--- src/rtl/tfr_pkg.sv ---
package tfr_pkg;

  localparam logic [1:0] MODE_MEM = 2'd0;
  localparam logic [1:0] MODE_LIN = 2'd1;
  localparam logic [1:0] MODE_PRI = 2'd2;
  localparam logic [1:0] MODE_SEC = 2'd3;

  // Decoded slots with dedicated behaviour
  localparam logic [3:0] SLOT_DATA_A = 4'h0;
  localparam logic [3:0] SLOT_DATA_B = 4'h8;
  localparam logic [3:0] SLOT_ERRFEAT = 4'hD;
  localparam logic [3:0] SLOT_STATCTL = 4'hE;
  localparam logic [3:0] SLOT_DEVADR = 4'hF;

  localparam logic [2:0] IDX_DATA = 3'd0;
  localparam logic [2:0] IDX_ERRFEAT = 3'd1;

  // Device-control soft-reset bit and device-address constant
  localparam int SRST_BIT = 2;
  localparam logic [7:0] DEVADR_BASE = 8'hC2;

  typedef enum logic [2:0] {
    TGT_NONE,
    TGT_TF,
    TGT_STAT,
    TGT_CTRL,
    TGT_DEVADR
  } tgt_e;

  typedef struct packed {
    tgt_e tgt;
    logic [2:0] idx;
    logic wake_ok;
  } dec_t;

endpackage

--- src/rtl/tfr_addr_fold.sv ---
module tfr_addr_fold
  import tfr_pkg::*;
#(
  parameter int ADDR_W = 11
) (
  input  logic [1:0]        mode,
  input  logic [ADDR_W-1:0] offs,
  output logic              hit,
  output logic [3:0]        slot
);

  localparam int MEM_SHIFT = 10;
  localparam int PAGE_SHIFT = 4;

  logic [ADDR_W-1:0] cand [4];
  logic [ADDR_W-1:0] folded;

  for (genvar m = 0; m < 4; m++) begin : g_mode
    if (m == int'(MODE_MEM)) begin : g_mem
      assign cand[m] = ((offs >> MEM_SHIFT) == ADDR_W'(1)) ? '0 : offs;
    end else if (m == int'(MODE_LIN)) begin : g_lin
      assign cand[m] = ADDR_W'(offs[3:0]);
    end else begin : g_io
      localparam int TF_PAGE = (m == int'(MODE_PRI)) ? 'h1F : 'h17;
      localparam int CT_PAGE = (m == int'(MODE_PRI)) ? 'h3F : 'h37;
      localparam int CT_SUB = (m == int'(MODE_PRI)) ? 'h3E8 : 'h368;
      localparam int TF_SUB = TF_PAGE << PAGE_SHIFT;
      logic [ADDR_W-1:0] page;
      assign page = offs >> PAGE_SHIFT;
      assign cand[m] = (page == ADDR_W'(CT_PAGE)) ? offs - ADDR_W'(CT_SUB) :
                       (page == ADDR_W'(TF_PAGE)) ? offs - ADDR_W'(TF_SUB) :
                       offs;
    end
  end

  assign folded = cand[mode];
  assign hit = (folded[ADDR_W-1:4] == '0);
  assign slot = folded[3:0];

endmodule

--- src/rtl/tfr_reg_decode.sv ---
module tfr_reg_decode
  import tfr_pkg::*;
(
  input  logic       hit,
  input  logic [3:0] slot,
  input  logic       is_wr,
  output dec_t       dec
);

  always_comb begin
    dec.tgt = TGT_TF;
    dec.idx = slot[2:0];
    dec.wake_ok = 1'b1;
    if (!hit) begin
      dec.tgt = TGT_NONE;
      dec.wake_ok = 1'b0;
    end else begin
      unique case (slot)
        SLOT_DATA_A, SLOT_DATA_B: begin
          dec.idx = IDX_DATA;
          dec.wake_ok = 1'b0;
        end
        SLOT_ERRFEAT: begin
          dec.idx = IDX_ERRFEAT;
          dec.wake_ok = 1'b0;
        end
        SLOT_STATCTL: begin
          dec.tgt = is_wr ? TGT_CTRL : TGT_STAT;
          dec.wake_ok = 1'b0;
        end
        SLOT_DEVADR: begin
          if (!is_wr) begin
            dec.tgt = TGT_DEVADR;
            dec.wake_ok = 1'b0;
          end
        end
        default: ;
      endcase
    end
  end

endmodule

--- src/rtl/tfr_seq.sv ---
module tfr_seq
  import tfr_pkg::*;
#(
  parameter int DATA_W = 16,
  parameter int STAT_W = 8,
  parameter int SEL_W = 4,
  parameter int CTRL_W = 8
) (
  input  logic              clk,
  input  logic              rst_n,
  input  logic              req_valid,
  output logic              req_ready,
  input  logic              req_write,
  input  logic [DATA_W-1:0] req_wdata,
  input  dec_t              dec,
  output logic              rsp_valid,
  input  logic              rsp_ready,
  output logic [DATA_W-1:0] rsp_rdata,
  output logic              tf_stb,
  output logic              tf_wr,
  output logic [2:0]        tf_idx,
  output logic [DATA_W-1:0] tf_wdata,
  input  logic [DATA_W-1:0] tf_rdata,
  input  logic              drv_present,
  input  logic [STAT_W-1:0] drv_status,
  input  logic [SEL_W-1:0]  drv_sel,
  input  logic              pwr_down,
  output logic              wake,
  output logic [CTRL_W-1:0] dev_ctrl,
  output logic              srst_req
);

  typedef enum logic [1:0] {S_IDLE, S_STB, S_CAP, S_RSP} st_e;

  localparam int DEVADR_W = SEL_W + 4;

  st_e               st_q;
  tgt_e              tgt_q;
  logic              wr_q;
  logic              stb_q;
  logic [2:0]        idx_q;
  logic [DATA_W-1:0] wdata_q;
  logic              wake_q;
  logic              srst_q;
  logic [CTRL_W-1:0] ctrl_q;
  logic [DATA_W-1:0] rsp_q;
  logic              accept;
  logic [DATA_W-1:0] rd_mux;
  logic [DEVADR_W-1:0] devadr;

  assign req_ready = (st_q == S_IDLE);
  assign accept = req_valid && req_ready;
  assign devadr = DEVADR_W'(DEVADR_BASE) | {2'b00, ~drv_sel, 2'b00};

  always_comb begin
    unique case (tgt_q)
      TGT_TF:     rd_mux = tf_rdata;
      TGT_STAT:   rd_mux = drv_present ? DATA_W'(drv_status) : '0;
      TGT_DEVADR: rd_mux = DATA_W'(devadr);
      default:    rd_mux = '0;
    endcase
  end

  always_ff @(posedge clk or negedge rst_n) begin
    if (!rst_n) begin
      st_q <= S_IDLE;
      tgt_q <= TGT_NONE;
      wr_q <= 1'b0;
      stb_q <= 1'b0;
      idx_q <= '0;
      wdata_q <= '0;
      wake_q <= 1'b0;
      srst_q <= 1'b0;
      ctrl_q <= '0;
      rsp_q <= '0;
    end else begin
      stb_q <= 1'b0;
      wake_q <= 1'b0;
      srst_q <= 1'b0;
      unique case (st_q)
        S_IDLE: begin
          if (accept) begin
            st_q <= S_STB;
            tgt_q <= dec.tgt;
            wr_q <= req_write;
            stb_q <= (dec.tgt == TGT_TF);
            idx_q <= dec.idx;
            wdata_q <= req_wdata;
            wake_q <= req_write && (dec.tgt == TGT_TF) && dec.wake_ok && pwr_down;
            if (dec.tgt == TGT_CTRL) begin
              ctrl_q <= req_wdata[CTRL_W-1:0];
              srst_q <= req_wdata[SRST_BIT];
            end
          end
        end
        S_STB: st_q <= S_CAP;
        S_CAP: begin
          st_q <= S_RSP;
          rsp_q <= wr_q ? '0 : rd_mux;
        end
        S_RSP: if (rsp_ready) st_q <= S_IDLE;
        default: st_q <= S_IDLE;
      endcase
    end
  end

  assign rsp_valid = (st_q == S_RSP);
  assign rsp_rdata = rsp_q;
  assign tf_stb = stb_q;
  assign tf_wr = wr_q;
  assign tf_idx = idx_q;
  assign tf_wdata = wdata_q;
  assign wake = wake_q;
  assign srst_req = srst_q;
  assign dev_ctrl = ctrl_q;

  // strobe lasts one cycle and only follows an accepted request
  p_stb_single_r12: assert property (@(posedge clk) disable iff (!rst_n)
    tf_stb |=> !tf_stb);
  p_stb_after_accept_r12: assert property (@(posedge clk) disable iff (!rst_n)
    tf_stb |-> $past(req_valid && req_ready));
  // a response beat not taken stays unchanged
  p_rsp_hold_r12: assert property (@(posedge clk) disable iff (!rst_n)
    (rsp_valid && !rsp_ready) |=> (rsp_valid && $stable(rsp_rdata)));
  // wake only accompanies a task-file write strobe
  p_wake_with_write_r9: assert property (@(posedge clk) disable iff (!rst_n)
    wake |-> (tf_stb && tf_wr));
  // soft-reset request only when the stored control has the reset bit
  p_srst_ctrl_r7: assert property (@(posedge clk) disable iff (!rst_n)
    srst_req |-> dev_ctrl[SRST_BIT]);

endmodule

--- src/rtl/tf_remap_decoder.sv ---
module tf_remap_decoder
  import tfr_pkg::*;
#(
  parameter int ADDR_W = 11,
  parameter int DATA_W = 16,
  parameter int STAT_W = 8,
  parameter int SEL_W = 4,
  parameter int CTRL_W = 8
) (
  input  logic              clk,
  input  logic              rst_n,
  input  logic [1:0]        mode,
  input  logic              req_valid,
  output logic              req_ready,
  input  logic              req_write,
  input  logic [ADDR_W-1:0] req_addr,
  input  logic [DATA_W-1:0] req_wdata,
  output logic              rsp_valid,
  input  logic              rsp_ready,
  output logic [DATA_W-1:0] rsp_rdata,
  output logic              tf_stb,
  output logic              tf_wr,
  output logic [2:0]        tf_idx,
  output logic [DATA_W-1:0] tf_wdata,
  input  logic [DATA_W-1:0] tf_rdata,
  input  logic              drv_present,
  input  logic [STAT_W-1:0] drv_status,
  input  logic [SEL_W-1:0]  drv_sel,
  input  logic              pwr_down,
  output logic              wake,
  output logic [CTRL_W-1:0] dev_ctrl,
  output logic              srst_req
);

  logic       fold_hit;
  logic [3:0] fold_slot;
  dec_t       dec;

  tfr_addr_fold #(.ADDR_W(ADDR_W)) u_fold (
    .mode (mode),
    .offs (req_addr),
    .hit  (fold_hit),
    .slot (fold_slot)
  );

  tfr_reg_decode u_dec (
    .hit   (fold_hit),
    .slot  (fold_slot),
    .is_wr (req_write),
    .dec   (dec)
  );

  tfr_seq #(
    .DATA_W(DATA_W), .STAT_W(STAT_W), .SEL_W(SEL_W), .CTRL_W(CTRL_W)
  ) u_seq (
    .clk         (clk),
    .rst_n       (rst_n),
    .req_valid   (req_valid),
    .req_ready   (req_ready),
    .req_write   (req_write),
    .req_wdata   (req_wdata),
    .dec         (dec),
    .rsp_valid   (rsp_valid),
    .rsp_ready   (rsp_ready),
    .rsp_rdata   (rsp_rdata),
    .tf_stb      (tf_stb),
    .tf_wr       (tf_wr),
    .tf_idx      (tf_idx),
    .tf_wdata    (tf_wdata),
    .tf_rdata    (tf_rdata),
    .drv_present (drv_present),
    .drv_status  (drv_status),
    .drv_sel     (drv_sel),
    .pwr_down    (pwr_down),
    .wake        (wake),
    .dev_ctrl    (dev_ctrl),
    .srst_req    (srst_req)
  );

  // the contiguous mode always lands inside the sixteen slots
  p_lin_hits_r2: assert property (@(posedge clk) disable iff (!rst_n)
    (req_valid && mode == MODE_LIN) |-> fold_hit);
  // accesses without a task-file target never strobe
  p_local_no_stb_r11: assert property (@(posedge clk) disable iff (!rst_n)
    (req_valid && req_ready && dec.tgt != TGT_TF) |=> !tf_stb);

endmodule

--- config.mk ---
export PLATFORM = sky130hd
export DESIGN_NAME = tf_remap_decoder
export DESIGN_NICKNAME = d
export VERILOG_FILES = /design/src/rtl/tfr_pkg.sv /design/src/rtl/tfr_addr_fold.sv /design/src/rtl/tfr_reg_decode.sv /design/src/rtl/tfr_seq.sv /design/src/rtl/tf_remap_decoder.sv
export SDC_FILE = /design/constraint.sdc
export NUM_CORES = 1
export LEC_CHECK = 0
export ABC_CLOCK_PERIOD_IN_PS = 1690
export BUFFER_PORTS_ARGS = -buffer_cell sky130_fd_sc_hd__buf_2
export CAP_MARGIN = 25
export CORE_MARGIN = 2
export CORE_UTILIZATION = 48
export DETAILED_ROUTE_END_ITERATION = 7
export GPL_ROUTABILITY_DRIVEN = 0
export PLACE_DENSITY_LB_ADDON = 0.1
export SETUP_SLACK_MARGIN = 0.1
export SLEW_MARGIN = 20
export SYNTH_ARGS = -nofsm -noshare
export SYNTH_HDL_FRONTEND = slang
export SYNTH_HIERARCHICAL = 1
export SYNTH_SLANG_ARGS = --single-unit
--- constraint.sdc ---
create_clock -name clk -period 1.69 [get_ports clk]
set_input_delay 0.507 -clock clk [delete_from_list [all_inputs] [get_ports clk]]
set_output_delay 0.507 -clock clk [all_outputs]
set_load 0.03 [all_outputs]
==> flow_results.xml, run 1 <==
<?xml version="1.0" encoding="UTF-8"?>
<metrics>
  <group name="clocking">
    <metric name="clkTransAtPathRegs" unit="ns">0.09</metric>
    <metric name="cts_num_sinks" unit="">52</metric>
    <metric name="clock_tree.htree_level_count" unit="">2</metric>
    <metric name="tritoncts.num_buffers" unit="">5</metric>
    <metric name="root_buffer" unit="">sky130_fd_sc_hd__clkbuf_8</metric>
    <metric name="cts_tree" unit="">yes</metric>
    <metric name="clk-insertion-delay-late" unit="ns">0.30</metric>
    <metric name="cts-root-to-sink-buffers" unit="">2</metric>
  </group>
  <group name="die">
    <metric name="floorplan.rows" unit="">27</metric>
    <metric name="dieWidth" unit="µm">79.6</metric>
    <metric name="floorplan.initialDensity" unit="%">49.9</metric>
    <metric name="floorplan.io_pins" unit="">113</metric>
    <metric name="core-area" unit="µm²">5510</metric>
    <metric name="dieArea" unit="µm²">6340</metric>
    <metric name="die_height" unit="µm">79.6</metric>
  </group>
  <group name="power_and_ir_drop">
    <metric name="cellPowerDensity" unit="nW/µm²">1270</metric>
    <metric name="vdd.ir_drop.worst" unit="V">0.000958</metric>
    <metric name="report.power.total" unit="mW">5.17</metric>
    <metric name="leakage" unit="nW">2.04</metric>
  </group>
  <group name="timing">
    <metric name="slew-limit-headroom" unit="%">72.6</metric>
    <metric name="finalCriticalPeriod" unit="ns">2.50</metric>
    <metric name="clock.fmax" unit="MHz">400</metric>
    <metric name="fin_ws" unit="ns">-0.808</metric>
    <metric name="post-route-period-util" unit="%">148</metric>
    <metric name="timing_max_transition_violations_final" unit="">0</metric>
    <metric name="worstMarginPinSlew" unit="ns">0.411</metric>
    <metric name="finalSetupViolations" unit="">15</metric>
    <metric name="final.setup_skew" unit="ns">0.00666</metric>
    <metric name="endpoints_failing_hold" unit="">0</metric>
    <metric name="unrepaired_setup_endpoints_after_global_routing" unit="">true</metric>
  </group>
  <group name="synth">
    <metric name="synth_top_area_cell" unit="">sky130_fd_sc_hd__dfrtp_1</metric>
    <metric name="yosysWarningCount" unit="">6</metric>
    <metric name="syn-instance-count" unit="">222</metric>
    <metric name="post_synth_instance_area" unit="µm²">2750</metric>
    <metric name="post-synth-top-area-fraction" unit="%">47.4</metric>
    <metric name="syn-mean-instance-area" unit="µm²">12.4</metric>
    <metric name="syn-num-nets" unit="">293</metric>
    <metric name="ys_async_sr_fraction" unit="%">100</metric>
    <metric name="synth_seq_cells" unit="">52</metric>
    <metric name="synth-edff-count" unit="">0</metric>
    <metric name="synth_seq_area_share" unit="%">47.4</metric>
    <metric name="synth_area_leaders" unit="">sky130_fd_sc_hd__dfrtp_1, sky130_fd_sc_hd__mux2_2, sky130_fd_sc_hd__mux2_4</metric>
    <metric name="main_synth_ff_type" unit="">sky130_fd_sc_hd__dfrtp_1</metric>
    <metric name="yosysUniqueCellTypes" unit="">54</metric>
  </group>
  <group name="finish">
    <metric name="n_fill_cell" unit="">396</metric>
    <metric name="final_common_cell" unit="">sky130_fd_sc_hd__buf_2</metric>
    <metric name="final_net_count" unit="">445</metric>
    <metric name="diodes" unit="">0</metric>
    <metric name="ff_latch_area" unit="µm²">1300</metric>
    <metric name="final_cell_mix" unit="">sky130_fd_sc_hd__buf_2, sky130_fd_sc_hd__dfrtp_1, sky130_fd_sc_hd__buf_4</metric>
    <metric name="synth_to_layout_area_growth" unit="%">48.3</metric>
    <metric name="proportion_of_layout_cells_with_a_drive_suffix_above_1" unit="%">62.7</metric>
    <metric name="multi_input_gate_area" unit="µm²">1510</metric>
  </group>
  <group name="worst_hold_path">
    <metric name="path_category_of_the_worst_min_delay_check" unit="">in -&gt; async</metric>
  </group>
  <group name="setup_path">
    <metric name="setup.worst_path.class" unit="">in -&gt; reg</metric>
    <metric name="crit_slowest_cell" unit="">sky130_fd_sc_hd__a2111oi_4</metric>
    <metric name="cp-end-kind" unit="">flop</metric>
    <metric name="worst-path-max-fanout" unit="">5</metric>
    <metric name="timing.critical_path.cells" unit="">buf_12 &gt; ha_4 &gt; nand4_1 &gt; a2111oi_4 &gt; nand2_2 &gt; a221oi_4 &gt; buf_4 &gt; o21a_4 &gt; nand4bb_4 &gt; clkbuf_16 &gt; mux2_4</metric>
    <metric name="cp_data_arrival_time" unit="ns">2.69</metric>
    <metric name="cp_slowest_stage_delay" unit="ns">0.39</metric>
    <metric name="critical_path_required" unit="ns">1.88</metric>
    <metric name="worst_setup_path_start_kind" unit="">input port</metric>
  </group>
  <group name="detailed_routing">
    <metric name="wire_per_inst" unit="µm">15.1</metric>
    <metric name="drtPass1Iterations" unit="">4</metric>
    <metric name="drt_iter0_markers" unit="">86</metric>
    <metric name="route.final.wire_length" unit="µm">6770</metric>
    <metric name="vias_per_cell" unit="">5.27</metric>
    <metric name="antenna_violating_nets_post_route" unit="">0</metric>
    <metric name="drcViolationCount" unit="">0</metric>
    <metric name="routed-via-count" unit="">2354</metric>
  </group>
  <group name="global_routing">
    <metric name="grt_antenna_before_repair" unit="">0</metric>
    <metric name="grt_pass1_vias" unit="">2368</metric>
    <metric name="grt_start_max_net_pins" unit="">38</metric>
    <metric name="wire_length_of_the_first_global_routing_pass" unit="µm">10900</metric>
    <metric name="track_usage" unit="%">21.8</metric>
    <metric name="overflow_left_after_global_routing" unit="">0</metric>
  </group>
  <group name="placement">
    <metric name="dpl_worst_slack" unit="ns">-1.21</metric>
    <metric name="half_perimeter_wire_length_after_detailed_placement" unit="µm">4880</metric>
    <metric name="port-buffer-count" unit="">112</metric>
  </group>
  <group name="status">
    <metric name="violations" unit="">setup timing</metric>
    <metric name="run_status" unit="">finished, violations left</metric>
  </group>
  <group name="run">
    <metric name="cap_violations" unit="">0</metric>
  </group>
</metrics>
[metrics by stage]
step	TNS [ns]	instances	area [µm²]	hold WS, ns	utilization (%)
after global routing	-12.10	447	4070	0.143	73.9
final	-10.55	447	4070	0.126	73.9
after floorplan	-9.65	222	2810	0.211	-
after global placement	-15.22	428	3630	0.454	66.0
after CTS	-9.54	444	3960	0.133	71.9
after detailed placement	-15.63	428	3630	0.461	66.0
[Yosys cell counts, drive strengths merged, types with 2 or more instances]
library cell / instances
o2bb2ai: 7
inv: 13
nor3b: 4
o21a: 2
o211ai: 2
nand2: 9
nor4b: 2
clkbuf: 3
a22o: 8
buf: 10
a221oi: 8
nand4b: 2
nand3: 5
dfrtp: 52
o22ai: 3
and2b: 3
a21oi: 6
nor4bb: 4
ha: 7
nor2b: 6
o21ai: 5
mux2: 32
nor2: 9
nand4: 2
xor2: 2
[flip-flops by register name (all words and copies together), names as in the netlist]
| register | flops |
|---|---|
| u_seq/tf_idx | 3 |
| u_seq/st_q | 2 |
| u_seq/tf_stb | 1 |
| u_seq/tf_wdata | 16 |
| u_seq/tgt_q | 3 |
| u_seq/wake | 1 |
| u_seq/rsp_rdata | 16 |
| u_seq/srst_req | 1 |
| u_seq/tf_wr | 1 |
| u_seq/dev_ctrl | 8 |
[metal layers]
layer,part of all wire (%),global-route usage (%),up-vias
li1,-,-,1128
met1,44,28.7,1125
met2,50,37.1,92
met3,5.1,3.17,9
met4,1.2,6.55,0
met5,0,0,-
[area by class of cell]
| class | instances | share of cell area [%] |
|---|---|---|
| inverter | 13 | 1.26 |
| tap | 72 | 2.21 |
| sequential | 52 | 32.0 |
| multi-input combinational | 144 | 37.2 |
| timing repair buffer | 158 | 24.7 |
| clock buffer | 6 | 1.78 |
| clock inverter | 2 | 0.953 |
[power breakdown]
part,leakage [nW],internal (mW),switching [mW]
sequential,0.679,1.59,0.221
clock,0.0558,0.448,0.403
combinational,1.31,1.06,1.44
[final timing paths]
kind	from	end	slack, ns	cells after the start
max	req_addr[4]	u_seq/dev_ctrl[4]	-0.81	11
min	rst_n	u_seq/rsp_rdata[1]	0.13	1
max reg2reg	u_seq/st_q[1]	u_seq/dev_ctrl[4]	0.15	6
min reg2reg	u_seq/rsp_rdata[5]	u_seq/rsp_rdata[5]	0.49	1
max in group asynchronous	rst_n	u_seq/tf_wdata[15]	1.04	2
min in group clk	tf_rdata[11]	u_seq/rsp_rdata[11]	0.43	2
[cells by family (layout without fill, tap and decap cells)]
kind of cell               after synthesis  after routing  synth area share [%]
xor gates and xnor gates                 3              3                 0.957
and+or+nand+nor                         52             52                  13.7
buffers and inverters                   26            179                  5.33
muxes                                   33             33                  14.6
DFF                                     52             52                  47.4
AOI/OAI and AO/OA                       49             49                  14.9
adders and majority gates                7              7                  3.19
[critical path: cells and delay by family]
kind / cells / cell delay [ns]
and+or+nand+nor: 3 / 0.42
AOI/OAI and AO/OA: 3 / 0.89
buffers and inverters: 3 / 0.45
muxes: 1 / 0.28
adders and majority gates: 1 / 0.13
[what timing repair did]
item,CTS,global route
setup endpoints to repair,25,31
resized for setup,29,20
gates cloned,1,0
buffers inserted,13,6
hold buffers,0,0
pin swaps,12,11
(Power assumes the default switching activity.)
==> run 2, diff against run 1 <==
--- a/config.mk
+++ b/config.mk
@@ -5,11 +5,13 @@
 export SDC_FILE = /design/constraint.sdc
 export NUM_CORES = 1
 export LEC_CHECK = 0
+export ABC_AREA = 0
 export ABC_CLOCK_PERIOD_IN_PS = 1690
 export BUFFER_PORTS_ARGS = -buffer_cell sky130_fd_sc_hd__buf_2
 export CAP_MARGIN = 25
 export CORE_MARGIN = 2
-export CORE_UTILIZATION = 48
+export CORE_UTILIZATION = 40
+export CTS_BUF_LIST = sky130_fd_sc_hd__clkbuf_4 sky130_fd_sc_hd__clkbuf_8
 export DETAILED_ROUTE_END_ITERATION = 7
 export GPL_ROUTABILITY_DRIVEN = 0
 export PLACE_DENSITY_LB_ADDON = 0.1
==> run 2 against run 1 <==
  * The flow still finishes with violations (setup timing)
  * Register-to-register slack worse by 0.15 ns
  * Cell count grew 1.1%
  * Worst hold slack improved by 0.046 ns
==> flow_results.xml, run 2 (synthesis gave the netlist of run 1 again) <==
<?xml version="1.0" encoding="UTF-8"?>
<metrics>
  <group name="status">
    <metric name="run_status" unit="">finished, violations left</metric>
    <metric name="violations" unit="">setup timing</metric>
  </group>
  <group name="power_and_ir_drop">
    <metric name="report.power.total" unit="mW">5.00</metric>
    <metric name="pwr-share-seq" unit="%">35.9</metric>
    <metric name="vdd.ir_drop.worst" unit="V">0.000937</metric>
    <metric name="internal_power" unit="mW">2.95</metric>
    <metric name="p_sw" unit="mW">2.06</metric>
    <metric name="leakage" unit="nW">2.01</metric>
    <metric name="cellPowerDensity" unit="nW/µm²">1240</metric>
    <metric name="power.clock.fraction" unit="%">14.8</metric>
    <metric name="power.share.switching" unit="%">41.1</metric>
    <metric name="power.share.combinational" unit="%">49.3</metric>
  </group>
  <group name="finish">
    <metric name="synth_to_layout_area_growth" unit="%">46.9</metric>
    <metric name="diodes" unit="">0</metric>
    <metric name="n_fill_cell" unit="">587</metric>
    <metric name="final_cell_mix" unit="">sky130_fd_sc_hd__buf_2, sky130_fd_sc_hd__dfrtp_1, sky130_fd_sc_hd__buf_4</metric>
    <metric name="proportion_of_layout_cells_with_a_drive_suffix_above_1" unit="%">62.6</metric>
    <metric name="final_net_count" unit="">442</metric>
    <metric name="final_common_cell" unit="">sky130_fd_sc_hd__buf_2</metric>
  </group>
  <group name="detailed_routing">
    <metric name="route.final.wire_length" unit="µm">6690</metric>
    <metric name="routed-via-count" unit="">2287</metric>
    <metric name="drtPass1Iterations" unit="">4</metric>
    <metric name="drt_iter0_markers" unit="">95</metric>
    <metric name="antenna_violating_nets_post_route" unit="">0</metric>
    <metric name="vias_per_cell" unit="">5.06</metric>
    <metric name="drcViolationCount" unit="">0</metric>
    <metric name="wire_per_inst" unit="µm">14.8</metric>
  </group>
  <group name="setup_path">
    <metric name="cp-end-kind" unit="">flop</metric>
    <metric name="worst_setup_path_start_kind" unit="">input port</metric>
    <metric name="critical_path_required" unit="ns">1.89</metric>
    <metric name="cp_data_arrival_time" unit="ns">2.60</metric>
    <metric name="setup.worst_path.class" unit="">in -&gt; reg</metric>
    <metric name="worst-path-max-fanout" unit="">5</metric>
  </group>
  <group name="clocking">
    <metric name="clkTransAtPathRegs" unit="ns">0.10</metric>
    <metric name="cts-root-to-sink-buffers" unit="">2</metric>
    <metric name="cts_tree" unit="">yes</metric>
    <metric name="root_buffer" unit="">sky130_fd_sc_hd__clkbuf_8</metric>
    <metric name="post_cts_hold_buffer_count" unit="">0</metric>
    <metric name="tritoncts.num_buffers" unit="">5</metric>
    <metric name="clock_tree.htree_level_count" unit="">2</metric>
    <metric name="clk-insertion-delay-late" unit="ns">0.30</metric>
    <metric name="cts_num_sinks" unit="">52</metric>
  </group>
  <group name="global_routing">
    <metric name="overflow_left_after_global_routing" unit="">0</metric>
    <metric name="grt_use_met2" unit="%">30.2</metric>
    <metric name="wire_length_of_the_first_global_routing_pass" unit="µm">10700</metric>
    <metric name="grt_pass1_vias" unit="">2308</metric>
    <metric name="track_usage" unit="%">17.9</metric>
    <metric name="grt_antenna_before_repair" unit="">0</metric>
    <metric name="grt_busiest_layer" unit="">met2</metric>
    <metric name="globalRouteMet1Util" unit="%">22.7</metric>
    <metric name="use_met3" unit="%">4.00</metric>
    <metric name="grt_start_max_net_pins" unit="">53</metric>
  </group>
  <group name="timing">
    <metric name="finalCriticalPeriod" unit="ns">2.40</metric>
    <metric name="clock.fmax" unit="MHz">417</metric>
    <metric name="endpoints_failing_hold" unit="">0</metric>
    <metric name="unrepaired_setup_endpoints_after_global_routing" unit="">true</metric>
    <metric name="fin_ws" unit="ns">-0.710</metric>
    <metric name="slew-limit-headroom" unit="%">70.0</metric>
    <metric name="worstMarginPinSlew" unit="ns">0.449</metric>
    <metric name="final.setup_skew" unit="ns">0.00793</metric>
    <metric name="post-route-period-util" unit="%">142</metric>
    <metric name="setup_total_negative_slack" unit="ns">-8.73</metric>
    <metric name="timing_max_transition_violations_final" unit="">0</metric>
    <metric name="finalSetupViolations" unit="">15</metric>
  </group>
  <group name="die">
    <metric name="die_height" unit="µm">86.8</metric>
    <metric name="floorplan.io_pins" unit="">113</metric>
    <metric name="floorplan.rows" unit="">30</metric>
    <metric name="core-area" unit="µm²">6720</metric>
    <metric name="dieArea" unit="µm²">7540</metric>
    <metric name="floorplan.initialDensity" unit="%">40.9</metric>
    <metric name="dieWidth" unit="µm">86.8</metric>
  </group>
  <group name="run">
    <metric name="cap_violations" unit="">0</metric>
  </group>
  <group name="placement">
    <metric name="port-buffer-count" unit="">112</metric>
    <metric name="half_perimeter_wire_length_after_detailed_placement" unit="µm">4880</metric>
  </group>
  <group name="worst_hold_path">
    <metric name="path_category_of_the_worst_min_delay_check" unit="">in -&gt; async</metric>
  </group>
</metrics>
-- run 2: layer usage --
metal	vias to the layer above	part of all wire (%)
li1	1125	-
met1	1063	44
met2	89	48
met3	10	6.1
met4	0	1.5
met5	-	0
-- run 2: worst max-delay path, cell delays in order --
cell and delay, ns:
sky130_fd_sc_hd__buf_12 0.11, sky130_fd_sc_hd__or4_4 0.55, sky130_fd_sc_hd__a21oi_1 0.20, sky130_fd_sc_hd__a21oi_2 0.07, sky130_fd_sc_hd__a221oi_4 0.23, sky130_fd_sc_hd__nor3b_4 0.29
sky130_fd_sc_hd__nand4bb_4 0.17, sky130_fd_sc_hd__clkbuf_16 0.19, sky130_fd_sc_hd__mux2_4 0.29
-- run 2: timing repair --
action                                  4_1_cts  5_1_grt
pin swaps                                    12       11
cloned                                        1        0
resized for setup                            33       12
setup buffers                                 7        4
endpoints found under the setup margin       24       43
-- run 2: cell type report --
class / count / area, µm² / share of cell area [%]
clock buffers: 6 / 76.3 / 1.89
inverters: 13 / 51.3 / 1.27
well taps: 80 / 100 / 2.48
repair buffers: 155 / 990 / 24.5
flip-flops and latches: 52 / 1300 / 32.3
clock inverters: 2 / 16.3 / 0.403
multi-input cells: 144 / 1500 / 37.1
-- run 2: final timing paths --
check,startpoint,slack (ns),depth (start not counted),endpoint
min in group clk,tf_rdata[10],0.41,2,u_seq/rsp_rdata[10]
max in group asynchronous,rst_n,1.26,2,u_seq/rsp_rdata[1]
worst min register to register,u_seq/tf_wdata[2],0.49,2,u_seq/tf_wdata[2]
worst max register to register,u_seq/st_q[1],0,6,u_seq/dev_ctrl[5]
worst max-delay path,req_addr[5],-0.71,9,u_seq/dev_ctrl[5]
worst min-delay path,rst_n,0.17,2,u_seq/st_q[0]
-- run 2: power by group through the flow --
stage,combinational [mW],sequential [mW],clock [mW]
after floorplan,0.934,2.42,0
after global routing,2.65,1.85,0.817
after detailed placement,2.26,1.81,0
after CTS,2.42,1.80,0.764
after global placement,2.23,1.81,0
final,2.47,1.80,0.738
-- run 2: metrics by stage --
stage	worst slack [ns]	cells	util (%)	instance area (µm²)	hold WS, ns
after floorplan	-0.862	222	-	2810	0.211
after global placement	-1.18	435	54.1	3640	0.460
after detailed placement	-1.27	435	54.1	3640	0.472
after CTS	-0.738	450	59.1	3970	0.190
after global routing	-0.781	452	60.0	4030	0.186
final	-0.710	452	60.0	4030	0.172
